$ cat config.mk
export PLATFORM = sky130hd
export DESIGN_NAME = gapclk_serial_if
export DESIGN_NICKNAME = d
export VERILOG_FILES = /design/src/rtl/gapclk_pkg.sv /design/src/rtl/gapclk_gap_timer.sv /design/src/rtl/gapclk_rx_deser.sv /design/src/rtl/gapclk_tx_ser.sv /design/src/rtl/gapclk_serial_if.sv
export SDC_FILE = /design/constraint.sdc
export NUM_CORES = 1
export LEC_CHECK = 0
export BUFFER_PORTS_ARGS = -buffer_cell sky130_fd_sc_hd__clkbuf_2
export CORE_AREA = 2 2 86 88
export CTS_BUF_LIST = sky130_fd_sc_hd__clkbuf_4 sky130_fd_sc_hd__clkbuf_8 sky130_fd_sc_hd__clkbuf_16
export DETAILED_ROUTE_END_ITERATION = 10
export DIE_AREA = 0 0 88 90
export GPL_ROUTABILITY_DRIVEN = 1
export GPL_TIMING_DRIVEN = 0
export MAX_ROUTING_LAYER = met4
export PLACE_DENSITY = 0.61
export SYNTH_ARGS = -nofsm -noshare
export SYNTH_HDL_FRONTEND = slang
export SYNTH_SLANG_ARGS = --single-unit
$ cat constraint.sdc
create_clock -name clk_i -period 3.1 [get_ports clk_i]
set_clock_uncertainty 0.15 [all_clocks]
set_input_delay 0.31 -clock clk_i [delete_from_list [all_inputs] [get_ports clk_i]]
set_output_delay 0.31 -clock clk_i [all_outputs]
set_load 0.01 [all_outputs]
$ cat src/rtl/gapclk_pkg.sv
package gapclk_pkg;
  typedef enum logic {
    PH_LOW  = 1'b0,
    PH_HIGH = 1'b1
  } sclk_ph_e;
endpackage

$ cat src/rtl/gapclk_gap_timer.sv
module gapclk_gap_timer #(
  parameter int GAP_W = 16
) (
  input  logic             clk_i,
  input  logic             rst_ni,
  input  logic             hold_i,
  input  logic             clear_i,
  input  logic [GAP_W-1:0] thresh_i,
  output logic             realign_o
);
  localparam logic [GAP_W-1:0] GapMax = '1;

  logic [GAP_W-1:0] cnt_q;

  always_ff @(posedge clk_i or negedge rst_ni) begin
    if (!rst_ni) begin
      cnt_q <= '0;
    end else if (clear_i) begin
      cnt_q <= '0;
    end else if (hold_i && cnt_q != GapMax) begin
      cnt_q <= cnt_q + GAP_W'(1);
    end
  end

  assign realign_o = cnt_q > thresh_i;

  p_gap_saturates_r7: assert property (@(posedge clk_i) disable iff (!rst_ni)
    (hold_i && !clear_i && cnt_q == GapMax) |=> cnt_q == GapMax)
    else $error("gap count wrapped");

  p_gap_cleared_r5: assert property (@(posedge clk_i) disable iff (!rst_ni)
    clear_i |=> cnt_q == '0)
    else $error("gap count not cleared on rise");
endmodule

$ cat src/rtl/gapclk_rx_deser.sv
module gapclk_rx_deser
  import gapclk_pkg::*;
#(
  parameter int BYTE_W    = 8,
  parameter int GAP_W     = 16,
  parameter int SPACE_W   = 4,
  parameter int SPACE_MIN = 2
) (
  input  logic               clk_i,
  input  logic               rst_ni,
  input  logic [GAP_W-1:0]   gap_thresh_i,
  input  logic               rx_sdata_i,
  input  logic [SPACE_W-1:0] rx_space_i,
  output logic               rx_sclk_o,
  output logic               rx_valid_o,
  output logic [BYTE_W-1:0]  rx_data_o
);
  localparam int CNT_W = $clog2(BYTE_W);

  sclk_ph_e          ph_q;
  logic [CNT_W-1:0]  bit_q;
  logic [BYTE_W-2:0] sh_q;
  logic              room, rise, hold, realign;

  assign room = rx_space_i >= SPACE_W'(SPACE_MIN);
  assign rise = (ph_q == PH_LOW) && room;
  assign hold = (ph_q == PH_LOW) && !room;

  gapclk_gap_timer #(.GAP_W(GAP_W)) u_gap (
    .clk_i    (clk_i),
    .rst_ni   (rst_ni),
    .hold_i   (hold),
    .clear_i  (rise),
    .thresh_i (gap_thresh_i),
    .realign_o(realign)
  );

  always_ff @(posedge clk_i or negedge rst_ni) begin
    if (!rst_ni) begin
      ph_q <= PH_LOW;
    end else if (ph_q == PH_HIGH) begin
      ph_q <= PH_LOW;
    end else if (room) begin
      ph_q <= PH_HIGH;
    end
  end

  always_ff @(posedge clk_i or negedge rst_ni) begin
    if (!rst_ni) begin
      bit_q      <= '0;
      sh_q       <= '0;
      rx_valid_o <= 1'b0;
      rx_data_o  <= '0;
    end else begin
      rx_valid_o <= 1'b0;
      if (rise) begin
        if (realign) begin
          // long gap: drop partial byte, this bit is the MSB
          sh_q  <= {{(BYTE_W-2){1'b0}}, rx_sdata_i};
          bit_q <= CNT_W'(1);
        end else if (bit_q == CNT_W'(BYTE_W-1)) begin
          rx_data_o  <= {sh_q, rx_sdata_i};
          rx_valid_o <= 1'b1;
          bit_q      <= '0;
        end else begin
          sh_q  <= {sh_q[BYTE_W-3:0], rx_sdata_i};
          bit_q <= bit_q + CNT_W'(1);
        end
      end
    end
  end

  assign rx_sclk_o = (ph_q == PH_HIGH);

  p_rx_single_high_r2: assert property (@(posedge clk_i) disable iff (!rst_ni)
    rx_sclk_o |=> !rx_sclk_o)
    else $error("inbound clock high too long");

  p_rx_gated_r2: assert property (@(posedge clk_i) disable iff (!rst_ni)
    $rose(rx_sclk_o) |-> $past(rx_space_i) >= SPACE_W'(SPACE_MIN))
    else $error("inbound clock ran with no room");

  p_rx_strobe_phase_r4: assert property (@(posedge clk_i) disable iff (!rst_ni)
    rx_valid_o |-> rx_sclk_o)
    else $error("byte strobe outside high phase");
endmodule

$ cat src/rtl/gapclk_tx_ser.sv
module gapclk_tx_ser
  import gapclk_pkg::*;
#(
  parameter int BYTE_W = 8
) (
  input  logic              clk_i,
  input  logic              rst_ni,
  input  logic              tx_valid_i,
  input  logic [BYTE_W-1:0] tx_data_i,
  output logic              tx_ready_o,
  output logic              tx_sclk_o,
  output logic              tx_sdata_o
);
  localparam int CNT_W = $clog2(BYTE_W + 1);

  sclk_ph_e          ph_q;
  logic [CNT_W-1:0]  cnt_q;
  logic [BYTE_W-1:0] sh_q;
  logic              take;

  assign tx_ready_o = (cnt_q == '0) || (cnt_q == CNT_W'(1) && ph_q == PH_HIGH);
  assign take       = tx_valid_i && tx_ready_o;

  always_ff @(posedge clk_i or negedge rst_ni) begin
    if (!rst_ni) begin
      ph_q  <= PH_LOW;
      cnt_q <= '0;
      sh_q  <= '0;
    end else if (ph_q == PH_HIGH) begin
      ph_q <= PH_LOW;
      if (cnt_q == CNT_W'(1)) begin
        if (take) begin
          sh_q  <= tx_data_i;
          cnt_q <= CNT_W'(BYTE_W);
        end else begin
          cnt_q <= '0;
        end
      end else begin
        sh_q  <= {sh_q[BYTE_W-2:0], 1'b0};
        cnt_q <= cnt_q - CNT_W'(1);
      end
    end else if (cnt_q != '0) begin
      ph_q <= PH_HIGH;
    end else if (take) begin
      sh_q  <= tx_data_i;
      cnt_q <= CNT_W'(BYTE_W);
    end
  end

  assign tx_sclk_o  = (ph_q == PH_HIGH);
  assign tx_sdata_o = sh_q[BYTE_W-1];

  p_tx_single_high_r10: assert property (@(posedge clk_i) disable iff (!rst_ni)
    tx_sclk_o |=> !tx_sclk_o)
    else $error("outbound clock high too long");

  p_tx_no_idle_clock_r10: assert property (@(posedge clk_i) disable iff (!rst_ni)
    tx_sclk_o |-> cnt_q != '0)
    else $error("outbound clock with no byte");

  p_tx_boundary_gap_r10: assert property (@(posedge clk_i) disable iff (!rst_ni)
    (!tx_sclk_o && !$past(tx_sclk_o)) |-> (cnt_q == '0 || cnt_q == CNT_W'(BYTE_W)))
    else $error("outbound clock stopped inside a byte");

  p_tx_data_stable_r9: assert property (@(posedge clk_i) disable iff (!rst_ni)
    tx_sclk_o |-> $stable(tx_sdata_o))
    else $error("outbound data moved at rising edge");
endmodule

$ cat src/rtl/gapclk_serial_if.sv
module gapclk_serial_if #(
  parameter int BYTE_W    = 8,
  parameter int GAP_W     = 16,
  parameter int SPACE_W   = 4,
  parameter int SPACE_MIN = 2
) (
  input  logic               clk_i,
  input  logic               rst_ni,
  input  logic [GAP_W-1:0]   gap_thresh_i,
  output logic               rx_sclk_o,
  input  logic               rx_sdata_i,
  input  logic [SPACE_W-1:0] rx_space_i,
  output logic               rx_valid_o,
  output logic [BYTE_W-1:0]  rx_data_o,
  output logic               tx_sclk_o,
  output logic               tx_sdata_o,
  input  logic               tx_valid_i,
  output logic               tx_ready_o,
  input  logic [BYTE_W-1:0]  tx_data_i
);
  gapclk_rx_deser #(
    .BYTE_W   (BYTE_W),
    .GAP_W    (GAP_W),
    .SPACE_W  (SPACE_W),
    .SPACE_MIN(SPACE_MIN)
  ) u_rx (
    .clk_i       (clk_i),
    .rst_ni      (rst_ni),
    .gap_thresh_i(gap_thresh_i),
    .rx_sdata_i  (rx_sdata_i),
    .rx_space_i  (rx_space_i),
    .rx_sclk_o   (rx_sclk_o),
    .rx_valid_o  (rx_valid_o),
    .rx_data_o   (rx_data_o)
  );

  gapclk_tx_ser #(.BYTE_W(BYTE_W)) u_tx (
    .clk_i     (clk_i),
    .rst_ni    (rst_ni),
    .tx_valid_i(tx_valid_i),
    .tx_data_i (tx_data_i),
    .tx_ready_o(tx_ready_o),
    .tx_sclk_o (tx_sclk_o),
    .tx_sdata_o(tx_sdata_o)
  );

  p_reset_quiet_r1: assert property (@(posedge clk_i)
    !rst_ni |-> (!rx_sclk_o && !tx_sclk_o && !rx_valid_o))
    else $error("outputs active in reset");
endmodule

; ---- Word-level counts from Yosys, hierarchy flattened
; Cells that the tools add are included.
; W data, S select, Z words.
[word_totals]
register_bits = 49
output_inout_bits = 13
elab_cells = 57
[op_classes]
n_addsub = 3
order_cmp = 2
eq_ne = 5
mux = 22
n_bitwise = 2
reduce_logical = 14
[ops]
columns = operator, n
row1 = $mux W16, 2
row2 = $mux W8, 4
row3 = $mux W4, 5
row4 = $add A16 B1 Y16 const B, 1
row5 = $gt A16 B16 Y1, 1
row6 = $ne A16 B16 Y1 const B, 1
row7 = $mux W7, 2
row8 = $mux W1, 7
row9 = $mux W3, 2
row10 = $logic_and A1 B1 Y1, 5
row11 = $eq A4 B1 Y1 const B, 1
row12 = $ge A4 B2 Y1 const B, 1
row13 = $logic_not A4 Y1, 1
row14 = $ne A2 B1 Y1 const B, 2
row15 = $reduce_and A2 Y1, 2
row16 = $reduce_bool A2 Y1, 2
row17 = $reduce_bool A4 Y1, 1
row18 = $sub A4 B1 Y4 const B, 1
row19 = $add A3 B1 Y3 const B, 1
row20 = $eq A3 B3 Y1 const B, 1
row21 = $reduce_and A3 Y1, 1
row22 = $not A1 Y1, 2
row23 = $logic_not A1 Y1, 1
row24 = $logic_or A1 B1 Y1, 1

; ---- Longest topological paths before layout
[logic_depth]
ltp_word = 7
depth_mapped = 9
depth_no_buf = 8

; ---- By module
; From an unflattened synthesis, not the netlist that was laid out.
[unflattened]
hier_cells = 298
area_unflattened_um2 = 2991.6
[by_module_without_submodules]
columns = module, instances, cells_each, area_each_um2, seq_area_each_um2
row1 = gapclk_gap_timer, 1, 148, 1307.5, 400.4
row2 = gapclk_rx_deser, 1, 62, 887.1, 500.5
row3 = gapclk_tx_ser, 1, 88, 797.0, 325.3

; ---- Worst setup path after synthesis
; No wires, ideal clock.
[synth_path]
path_type = flip-flop to flip-flop
startpoint = register u_rx.u_gap.cnt_q[14]
endpoint = register u_rx.rx_data_o[0]
setup_time_ns = 0.125
arrival_time_ns = 1.947
setup_slack_ns = 0.878
path_stages_with_launch = 8
path_buffers = 0
period_less_slack_ns = 2.222
cell_sequence = dfrtp_1 ha_1 nand4_2 nor4_2 and4_1 nand3_2 o21ai_4 mux2_2
[synth_via]
elab_chain_len = 3
[synth_lines]
columns = element, line_no
row1 = from (decl), gapclk_gap_timer.sv:13  ; logic [GAP_W-1:0] cnt_q;
row2 = from (signal assigned), gapclk_gap_timer.sv:21  ; cnt_q <= cnt_q + GAP_W'(1);
row3 = $gt A16 B16 Y1, gapclk_gap_timer.sv:25  ; assign realign_o = cnt_q > thresh_i;
row4 = $not A1 Y1 (no line), --
row5 = $reduce_and A3 Y1 (no line), --
row6 = to (signal assigned), gapclk_rx_deser.sv:62  ; rx_data_o <= {sh_q, rx_sdata_i};
row7 = to (decl), gapclk_rx_deser.sv:16  ; output logic [BYTE_W-1:0] rx_data_o
; No other way between the ends.
; A chain may end at the register's enable or synchronous reset.

; ---- Worst setup path in the final report
[layout_path]
startpoint = register u_rx.u_gap.cnt_q[14]
endpoint = register u_rx.rx_data_o[1]
; Same word-level chain as after synthesis.

==> impl_metrics.yaml <==
critical_path:
  worstPathCellList: "ha_1, nand4_2, nor4_2, and4_1, nand3_2, o21ai_4, mux2_2"
  crit_type: "flop to flop"
  cp.buffers_inverters: 0
  slowest_delay_ps: 440
  arrival_ps: 2590
  cp_top_family: "simple AND/OR/NAND/NOR gates"
  critPathSlowestCell: "dfrtp_1"
  crit_path_end_kind: "flop"
  startpoint_type: "flop"
  worstPathRequired_ps: 3140
  cp_max_fo: 9
die:
  die_y_um: 90
  io_pins: 45
  start_util: 0.387
  coreArea_um2: 7020
  die_w_um: 88
  row_count: 31
  dieArea_um2: 7920
power_and_ir_drop:
  ir_worst_vdd_mv: 0.373
  p_leak_nw: 1.56
  p_per_area_nw_per_um2: 652
  power.total_mw: 2.07
final_layout:
  drive_gt1_frac: 0.224
  final_nets: 383
  final_area_um2: 3180
  finalNonFillerCells: 430
  fillCellCount: 684
  antenna_cells: 0
  syn2layout_area_growth_pct: 16.9
sta:
  fmax_ghz: 0.392
  finalMaxSlewViolations: 0
  tns_ps: 0
  max-slew-margin-rel: 0.674
  whs_ps: 60.4
  finalCritPeriodShare: 0.822
  period_needed_ps: 2550
  finalHoldViolations: 0
  worst_slew_pin_slew_ps: 489
  rsz0062_at_grt: "false"
  finalSetupViolations: 0
placement:
  placed_cells: 420
  gp_congestion: 0.820
  dp_hpwl_um: 4050
  placed_area_um2: 3060
  io_buffer_count: 43
global_routing:
  grt_overflow: 0
  grt_pass1_wl_um: 9540
  track_usage: 0.154
  grt_max_degree: 50
  first_global_vias: 2048
  grt_antenna_before_repair: 0
logic_synthesis:
  synthCells: 278
  synth_area_leaders: "dfrtp_1, ha_1, mux2_2"
  async_flop_share: 1.00
  synth.avg_cell_area_um2: 9.78
  synth_most_common_cell: "dfrtp_1"
  ys_seq_elements: 49
  synth_top_area_frac: 0.451
  ys_top_cells_by_count: "dfrtp_1, nand2_1, inv_1, nor2_1, ha_1"
  ys_warn_count: 0
  synth_edf_count: 0
  seq_area_frac_synth: 0.451
  ys_types: 42
  syn_nets: 331
  synthesis.area_um2: 2720
  synth_ff_type: "dfrtp_1"
  yosys.area.top_type: "dfrtp_1"
clocking:
  h-tree-depth: 2
  clock-sinks: 49
  worstSkewPairLatency_ps: 300
  cts_made_buffers: 5
  clkTransAtPathRegs_ps: 90
  ctsResizeCount: 0
  clock_path_buffers: 2
  cts_tree: "yes"
  cts_root_buf: "clkbuf_8"
drt:
  vias: 2151
  dr.pass1.iters: 4
  drtIter0Drc: 122
  drt_wl_total_um: 5490
  post-route-drc-count: 0
  wl_per_cell_um: 12.8
  ant_nets: 0
  via_per_inst: 5.00
min_path:
  hp-class: "primary input to flop"
outcome:
  status: "finished clean"
job:
  drv_cap: 0
registers in the layout, indices dropped and copies added, names as in the netlist:
register / cells
u_rx.u_gap.cnt_q: 16
u_tx.cnt_q: 4
u_rx.rx_sclk_o: 1
u_tx.tx_sclk_o: 1
u_rx.sh_q: 7
u_tx.sh_q: 8
u_rx.rx_data_o: 8
u_rx.rx_valid_o: 1
u_rx.bit_q: 3
final cells by class:
type / instances / area, um2 / share of cell area
repair buffers: 45 / 245 / 0.0771
well taps: 99 / 124 / 0.0390
multi-input cells: 197 / 1370 / 0.431
flip-flops and latches: 49 / 1230 / 0.386
clock buffers: 6 / 76.3 / 0.0240
inverters: 23 / 86.3 / 0.0272
clock inverters: 2 / 13.8 / 0.00433
plain buffers: 9 / 36.3 / 0.0114
placed cells by master, fill, tap and decap left out, types with 2 or more instances in the layout:
master	netlist	layout
clkbuf_1	7	7
nor2b_1	7	7
o21ai_0	14	14
nand4_1	7	7
nor2_1	23	23
and4_1	2	2
a31oi_1	3	3
a32o_1	6	6
o211ai_1	2	2
clkbuf_2	0	42
and3_1	8	8
ha_1	21	21
buf_2	2	3
nor3b_1	2	2
xor2_1	11	11
inv_1	23	23
a31o_2	2	2
nor3_1	9	9
and2_1	5	5
clkbuf_8	0	5
o31ai_1	5	5
nand3_1	5	5
mux2_2	9	9
dfrtp_1	49	49
nand2_1	25	25
a21oi_1	13	13
timing repair:
action | 4_1_cts | 5_1_grt
endpoints found under the hold margin | 0 | 11
buffers inserted | 0 | 0
hold buffers | 0 | 1
path summary, 6_finish.rpt:
path / cells past startpoint / slack (ps) / from / end
max: 7 / 550 / u_rx.u_gap.cnt_q[14]$_DFFE_PN0P_ / u_rx.rx_data_o[1]$_DFFE_PN0P_
min in group asynchronous: 2 / 270 / rst_ni / u_rx.u_gap.cnt_q[10]$_DFFE_PN0P_
max in group asynchronous: 3 / 2030 / rst_ni / u_rx.u_gap.cnt_q[15]$_DFFE_PN0P_
min: 3 / 60 / tx_data_i[0] / u_tx.sh_q[0]$_DFFE_PN0N_
max reg2reg: 7 / 550 / u_rx.u_gap.cnt_q[14]$_DFFE_PN0P_ / u_rx.rx_data_o[1]$_DFFE_PN0P_
min reg2reg: 1 / 340 / u_rx.sh_q[6]$_DFFE_PN0P_ / u_rx.sh_q[6]$_DFFE_PN0P_
routing by layer:
metal  vias to the layer above  wire (um)  track usage
met5                         -          0            -
met4                         0         46       0.0346
met3                         4        199       0.0340
met2                        39       2610        0.239
met1                      1030       2640        0.208
li1                       1078          -            -
where the power goes:
| group | switching, mW | internal [mW] | leakage, nW |
|---|---|---|---|
| Combinational | 0.409 | 0.328 | 0.877 |
| Sequential | 0.123 | 0.829 | 0.638 |
| Clock | 0.214 | 0.170 | 0.0490 |
| Total | 0.746 | 1.33 | 1.56 |
kinds of logic after synthesis:
kind of cell	share of synthesized area
AO/OA/AOI/OAI	0.136
XOR/XNOR	0.0386
adder cells (fa/ha/maj)	0.0966
buffers and inverters	0.0451
flip-flops	0.451
multiplexers	0.0409
AND/OR/NAND/NOR	0.192
tightest hold or removal path: stages:
cell,delay [ps]
clkbuf_2,80
nand2_1,50
a21oi_1,50
per-stage QoR:
step,setup WS [ps],util
after floorplan,878,-
after global placement,540,0.436
after detailed placement,537,0.436
final,552,0.453
after CTS,533,0.449
after global routing,404,0.453
No activity file was read; power rests on OpenSTA's default activity.
